$ cat src/rtl/tapline_pkg.sv
package tapline_pkg;

  // Largest delay-line storage accepted, in bits.
  localparam int unsigned TL_MAX_STORE_BITS = 4608;

  // Bit width needed to index n distinct values, never below one.
  function automatic int unsigned tl_idx_width(input int unsigned n);
    return (n > 1) ? $clog2(n) : 1;
  endfunction

  // Bit width needed to hold the values 0..n inclusive.
  function automatic int unsigned tl_cnt_width(input int unsigned n);
    return $clog2(n + 1);
  endfunction

endpackage

$ cat src/rtl/tapline_ptr.sv
// Circular write position, split into in-bank offset and bank number,
// plus a saturating count of samples entered since reset.
module tapline_ptr
  import tapline_pkg::*;
#(
  parameter int unsigned M = 4,
  parameter int unsigned N = 4
) (
  input  logic                         clk,
  input  logic                         rst,
  input  logic                         adv,
  output logic [tl_idx_width(M)-1:0]   off_o,
  output logic [tl_idx_width(N)-1:0]   seg_o,
  output logic [tl_cnt_width(M*N)-1:0] fill_o
);

  localparam int unsigned OW    = tl_idx_width(M);
  localparam int unsigned SW    = tl_idx_width(N);
  localparam int unsigned CW    = tl_cnt_width(M*N);
  localparam int unsigned DEPTH = M * N;

  logic [OW-1:0] off_q;
  logic [SW-1:0] seg_q;
  logic [CW-1:0] fill_q;
  logic          off_last;
  logic          seg_last;
  logic          fill_full;

  assign off_last  = (off_q == OW'(M - 1));
  assign seg_last  = (seg_q == SW'(N - 1));
  assign fill_full = (fill_q == CW'(DEPTH));

  always_ff @(posedge clk) begin
    if (rst) begin
      off_q  <= '0;
      seg_q  <= '0;
      fill_q <= '0;
    end else if (adv) begin
      if (off_last) begin
        off_q <= '0;
        seg_q <= seg_last ? '0 : seg_q + 1'b1;
      end else begin
        off_q <= off_q + 1'b1;
      end
      if (!fill_full) begin
        fill_q <= fill_q + 1'b1;
      end
    end
  end

  assign off_o  = off_q;
  assign seg_o  = seg_q;
  assign fill_o = fill_q;

  // the position wraps to zero after the last word of the last bank
  a_r4_wrap_to_zero: assert property (@(posedge clk) disable iff (rst)
    (adv && off_last && seg_last) |=> (off_q == '0 && seg_q == '0));

  // offset and bank number stay inside their ranges
  a_r4_ptr_in_range: assert property (@(posedge clk) disable iff (rst)
    (off_q < OW'(M)) && (32'(seg_q) < N));

  // with no shift the position holds
  a_r2_ptr_hold: assert property (@(posedge clk) disable iff (rst)
    !adv |=> ($stable(off_q) && $stable(seg_q)));

  // fill count never passes the buffer depth
  a_r3_fill_sat: assert property (@(posedge clk) disable iff (rst)
    32'(fill_q) <= DEPTH);

endmodule

$ cat src/rtl/tapline_bank.sv
// One bank of the delay buffer: simple dual-port, read-old-data on a
// same-address write, read and write gated by the same enable.
module tapline_bank
  import tapline_pkg::*;
#(
  parameter int unsigned W     = 8,
  parameter int unsigned DEPTH = 4
) (
  input  logic                          clk,
  input  logic                          en,
  input  logic                          we,
  input  logic [tl_idx_width(DEPTH)-1:0] addr,
  input  logic [W-1:0]                  wdata,
  output logic [W-1:0]                  rdata
);

  logic [W-1:0] mem [DEPTH];
  logic [W-1:0] rdata_q;

  always_ff @(posedge clk) begin
    if (en) begin
      if (we) begin
        mem[addr] <= wdata;
      end
      rdata_q <= mem[addr];
    end
  end

  assign rdata = rdata_q;

endmodule

$ cat src/rtl/tapline_tapsel.sv
// Registers the bank number and per-tap validity at each shift, then
// routes bank k-behind-the-writer to tap k, forcing unfilled taps to zero.
module tapline_tapsel
  import tapline_pkg::*;
#(
  parameter int unsigned W = 8,
  parameter int unsigned M = 4,
  parameter int unsigned N = 4
) (
  input  logic                         clk,
  input  logic                         rst,
  input  logic                         adv,
  input  logic [tl_idx_width(N)-1:0]   seg,
  input  logic [tl_cnt_width(M*N)-1:0] fill,
  input  logic [N-1:0][W-1:0]          bank_q,
  output logic [N*W-1:0]               taps
);

  localparam int unsigned SW = tl_idx_width(N);
  localparam int unsigned CW = tl_cnt_width(M*N);

  logic [SW-1:0] seg_q;
  logic [N-1:0]  vld_q;

  always_ff @(posedge clk) begin
    if (rst) begin
      seg_q <= '0;
      vld_q <= '0;
    end else if (adv) begin
      seg_q <= seg;
      for (int k = 1; k <= N; k++) begin
        vld_q[k-1] <= (fill >= CW'(k * M));
      end
    end
  end

  for (genvar k = 1; k <= N; k++) begin : g_tap
    logic [SW-1:0] src;

    // bank index (seg_q - k) mod N
    always_comb begin
      if (32'(seg_q) >= k) begin
        src = seg_q - SW'(k);
      end else begin
        src = seg_q + SW'(N - k);
      end
    end

    assign taps[(k-1)*W +: W] = vld_q[k-1] ? bank_q[src] : '0;

    if (k > 1) begin : g_thermo
      // a deeper tap is never filled before a shallower one
      a_r3_fill_order: assert property (@(posedge clk) disable iff (rst)
        vld_q[k-1] |-> vld_q[k-2]);
    end
  end

  // taps hold across an edge without a shift
  a_r2_taps_hold: assert property (@(posedge clk) disable iff (rst)
    (!$past(adv) && !$past(rst)) |-> $stable(taps));

endmodule

$ cat src/rtl/tapline_ram.sv
// Top: multi-tap delay line held in N RAM banks of M words each.
module tapline_ram
  import tapline_pkg::*;
#(
  parameter int unsigned W = 8,
  parameter int unsigned M = 4,
  parameter int unsigned N = 4
) (
  input  logic           clk,
  input  logic           rst,
  input  logic           shift_en,
  input  logic [W-1:0]   din,
  output logic [N*W-1:0] taps_o
);

  localparam int unsigned OW         = tl_idx_width(M);
  localparam int unsigned SW         = tl_idx_width(N);
  localparam int unsigned CW         = tl_cnt_width(M*N);
  localparam int unsigned STORE_BITS = W * M * N;

  if (STORE_BITS > TL_MAX_STORE_BITS) begin : g_store_limit
    $error("tapline_ram: W*M*N exceeds the storage limit");
  end

  logic                adv;
  logic [OW-1:0]       off;
  logic [SW-1:0]       seg;
  logic [CW-1:0]       fill;
  logic [N-1:0][W-1:0] bank_q;

  // reset wins over a shift request
  assign adv = shift_en & ~rst;

  tapline_ptr #(
    .M (M),
    .N (N)
  ) u_ptr (
    .clk    (clk),
    .rst    (rst),
    .adv    (adv),
    .off_o  (off),
    .seg_o  (seg),
    .fill_o (fill)
  );

  for (genvar b = 0; b < N; b++) begin : g_bank
    tapline_bank #(
      .W     (W),
      .DEPTH (M)
    ) u_bank (
      .clk   (clk),
      .en    (adv),
      .we    (seg == SW'(b)),
      .addr  (off),
      .wdata (din),
      .rdata (bank_q[b])
    );
  end

  tapline_tapsel #(
    .W (W),
    .M (M),
    .N (N)
  ) u_sel (
    .clk    (clk),
    .rst    (rst),
    .adv    (adv),
    .seg    (seg),
    .fill   (fill),
    .bank_q (bank_q),
    .taps   (taps_o)
  );

  // the edge after a reset cycle leaves every tap at zero
  a_r6_reset_clears: assert property (@(posedge clk)
    $past(rst) |-> (taps_o == '0));

  // a reset cycle never advances the fill count
  a_r8_reset_no_entry: assert property (@(posedge clk)
    $past(rst) |-> (fill == '0));

endmodule

$ cat config.mk
export PLATFORM = sky130hd
export DESIGN_NAME = tapline_ram
export DESIGN_NICKNAME = d
export VERILOG_FILES = /design/src/rtl/tapline_pkg.sv /design/src/rtl/tapline_ptr.sv /design/src/rtl/tapline_bank.sv /design/src/rtl/tapline_tapsel.sv /design/src/rtl/tapline_ram.sv
export SDC_FILE = /design/constraint.sdc
export NUM_CORES = 1
export LEC_CHECK = 0
export BUFFER_PORTS_ARGS = -buffer_cell sky130_fd_sc_hd__buf_2
export CAP_MARGIN = 20
export CORE_AREA = 2 2 127 129
export DETAILED_ROUTE_END_ITERATION = 10
export DIE_AREA = 0 0 129 131
export GPL_ROUTABILITY_DRIVEN = 1
export GPL_TIMING_DRIVEN = 0
export PLACE_DENSITY = 0.7
export SLEW_MARGIN = 20
export SYNTH_ARGS = -nofsm -noshare
export SYNTH_HDL_FRONTEND = slang
export SYNTH_SLANG_ARGS = --single-unit
$ cat constraint.sdc
create_clock -name clk -period 2.9 [get_ports clk]
set_input_delay 0.29 -clock clk [delete_from_list [all_inputs] [get_ports clk]]
set_output_delay 0.29 -clock clk [all_outputs]
set_load 0.05 [all_outputs]
==> metrics.cfg <==
[status]
status=finished, final reports clean

[clocking]
clock_tree.buffer_depth=2
cts-root-buf=sky130_fd_sc_hd__clkbuf_16
clk_latency_ps=430
tritoncts_num_sinks=175
hold_buffers=0
cts.reportedPaths.clkPinSlew_ps=60
cts_max_level=4
cts_inserted_buffers=17
tritoncts=yes

[global_routing]
grt_first_pass_wirelength_mm=21.8
grt_antenna_before_repair=1
globalRoute.totalOverflow=0
first_global_vias=3668
grt_start_max_net_pins=36
global_route.usage.total=0.183

[sta]
worst_clock_skew_ps=20.1
max_slew_margin=0.542
timing_worst_slew_pin_value_ps=687
finalHoldWorstSlack_ps=130
maxSlewViolCount=0
rsz_0062_raised_after_global_routing=no
number_of_endpoints_failing_setup_at_the_final_stage=0
finalHoldViolations=0
timing.final.crit_share=0.962
min_period_ps=2790
final.setup.worst_slack_ps=111
fmax_mhz=359

[placement]
place.gp.congestion=0.786
dp_worst_setup_slack_ps=-45.8
io_buffers=41
place.detailed.hpwl_mm=9.80

[detailed_routing]
vias=3759
met3_wirelength_microns=754
post-route-drc-count=0
route.detailed.vias_per_inst=5.58
wl_met2_mm=7.43
detailedRoute.firstPassIterationCount=5
routedWlPerCell_microns=21.7
ant_nets=0
drt-initial-drc-count=256
topRoutingLayerUsed=met5
totalWireLength_mm=14.6
wl_met1_mm=6.27

[yosys]
synth.yosys.seq_area_share=0.683
syn-mean-instance-area_sq_um=20.2
postSynth.asyncResetShare=0
prevailing_post_synth_register_cell=sky130_fd_sc_hd__edfxtp_1
synth.top_cells.by_area=sky130_fd_sc_hd__edfxtp_1 (64%), sky130_fd_sc_hd__mux4_2 (15%), sky130_fd_sc_hd__mux4_1 (5.3%)
synth_area_sq_um=7480
synth_largest_area_cell=sky130_fd_sc_hd__edfxtp_1
yosys_register_bits=175
synth.lib_cells_used.distinct=29
synth_commonest_cells=sky130_fd_sc_hd__edfxtp_1 (160), sky130_fd_sc_hd__mux4_2 (49), sky130_fd_sc_hd__and2_1 (32), sky130_fd_sc_hd__and3_1 (16)
synth_nets=394
yosys_warnings=0
synthesis.instances=371
synth_edf_count=160
synth_most_common_cell=sky130_fd_sc_hd__edfxtp_1
synth_largest_type_area_fraction=0.642

[power_and_ir_drop]
power.density_cell_area_nw_per_um2=634
power.ir.vdd_worst_mv=0.322
fin_total_pwr_uw=5550
static-leakage-power_uw=0.00304

[final_layout]
synthToLayoutAreaGrowth_pct=17.1
final_nets=468
final_core_util=0.562
drive_above_1_share=0.336
antennaDiodeCount=0

[critical_path]
cpPeakStageDelay_ps=550
worstPathMaxFanout=10
critPathRequiredTime_ps=2610
crit_path_top_cell_by_count=sky130_fd_sc_hd__buf_6
critPathKind=reg -> out
worstPathArrival_ps=2500
rr_worst_depth=5
crit_chain=buf_6 -> buf_6 -> inv_1 -> ha_1 -> nor2_4 -> buf_12 -> mux4_1 -> and2_1 -> buf_4
end_kind=primary output
critPathSlowestCell=sky130_fd_sc_hd__mux4_1
start_kind=flip-flop

[die]
start_util=0.479
floorplan.die.height_microns=131
boundaryPins=43
die_width_microns=129
floorplan.core_area_sq_um=15600
fp.dieArea_sq_um=16900
row_count=46

[worst_hold_path]
min-delay-path-class=in -> reg
hold_path_depth=2

[flow_run]
max_cap_violations=0

==> flip-flops by register name, indices dropped and copies added, names as in the netlist <==
| signal | count |
|---|---|
| g_bank.u_bank.mem | 128 |
| u_sel.seg_q | 2 |
| u_ptr.off_o | 2 |
| u_ptr.seg_o | 2 |
| g_bank.u_bank.rdata | 32 |
| u_sel.vld_q | 4 |
| u_ptr.fill_o | 5 |
==> final timing paths <==
path	start	to	slack, ps
max	u_sel.seg_q[1]	taps_o[1]	110
min	rst	u_sel.vld_q[0]	130
max reg2reg	u_ptr.off_o[1]	g_bank[3].u_bank.mem[1][4]	810
min reg2reg	u_ptr.fill_o[0]	u_ptr.fill_o[0]	520
==> where the power goes <==
| part | total (uW) | internal [uW] | switching, uW |
|---|---|---|---|
| registers | 2840 | 2810 | 35.8 |
| logic | 353 | 151 | 202 |
| clock network | 2360 | 1440 | 913 |
==> critical path: cells and delay by family (launching register included) <==
kind,cells,cell delay [ps]
adder cells (fa/ha/maj),1,220
buffers and inverters,5,660
flip-flops,1,340
multiplexers,1,550
AND/OR/NAND/NOR,2,300
==> area by class of cell <==
type / instances / area [sq um]
clock inverter: 14 / 190
buffer: 18 / 148
sequential: 175 / 5110
fill: 1166 / 6840
tap: 216 / 270
multi-input combinational: 169 / 2220
clock buffer: 18 / 429
timing repair buffer: 56 / 363
inverter: 8 / 30.0
==> per-stage QoR <==
step	cell area [sq um]	instances	setup TNS, ps
after floorplan	7480	371	0
after global placement	7950	628	-22180
after detailed placement	7980	629	-294
after CTS	8650	662	0
after global routing	8760	674	0
final	8760	674	0
==> placed cells by master, fill, tap and decap left out, types with 2 or more instances in the layout <==
cell / count
sky130_fd_sc_hd__nand4_1: 2
sky130_fd_sc_hd__edfxtp_1: 160
sky130_fd_sc_hd__bufinv_16: 4
sky130_fd_sc_hd__clkinv_4: 3
sky130_fd_sc_hd__and3_1: 16
sky130_fd_sc_hd__buf_12: 4
sky130_fd_sc_hd__mux2i_1: 7
sky130_fd_sc_hd__mux4_1: 15
sky130_fd_sc_hd__buf_6: 3
sky130_fd_sc_hd__dfxtp_1: 14
sky130_fd_sc_hd__a21oi_1: 3
sky130_fd_sc_hd__buf_2: 37
sky130_fd_sc_hd__clkinv_2: 3
sky130_fd_sc_hd__a211oi_1: 3
sky130_fd_sc_hd__xor2_1: 2
sky130_fd_sc_hd__nand2_1: 4
sky130_fd_sc_hd__mux4_2: 49
sky130_fd_sc_hd__clkbuf_1: 4
sky130_fd_sc_hd__nor2_1: 15
sky130_fd_sc_hd__inv_6: 2
sky130_fd_sc_hd__clkbuf_16: 17
sky130_fd_sc_hd__buf_4: 25
sky130_fd_sc_hd__and2_1: 32
sky130_fd_sc_hd__inv_1: 8
sky130_fd_sc_hd__ha_1: 12
==> kinds of logic after synthesis <==
family                   count (synthesis)  synth area share
flip-flops                             175             0.683
multiplexers                            72             0.211
adder cells (fa/ha/maj)                 12            0.0201
buffers and inverters                   27            0.0206
XOR/XNOR                                 2           0.00234
AND/OR/NAND/NOR                         76            0.0576
AO/OA/AOI/OAI                            7           0.00569
==> per-layer routing <==
layer / vias up / global-route usage
li1: 1677 / -
met1: 1947 / 0.247
met2: 119 / 0.293
met3: 14 / 0.0452
met4: 2 / 0.0678
met5: - / 0
==> what timing repair did <==
item	4_1_cts	5_1_grt
buffers inserted	2	12
hold endpoints to repair	0	0
gates resized for setup	17	5
endpoints found under the setup margin	16	14
pin swaps	1	0
Note: power is estimated with default switching activity, not from simulation.
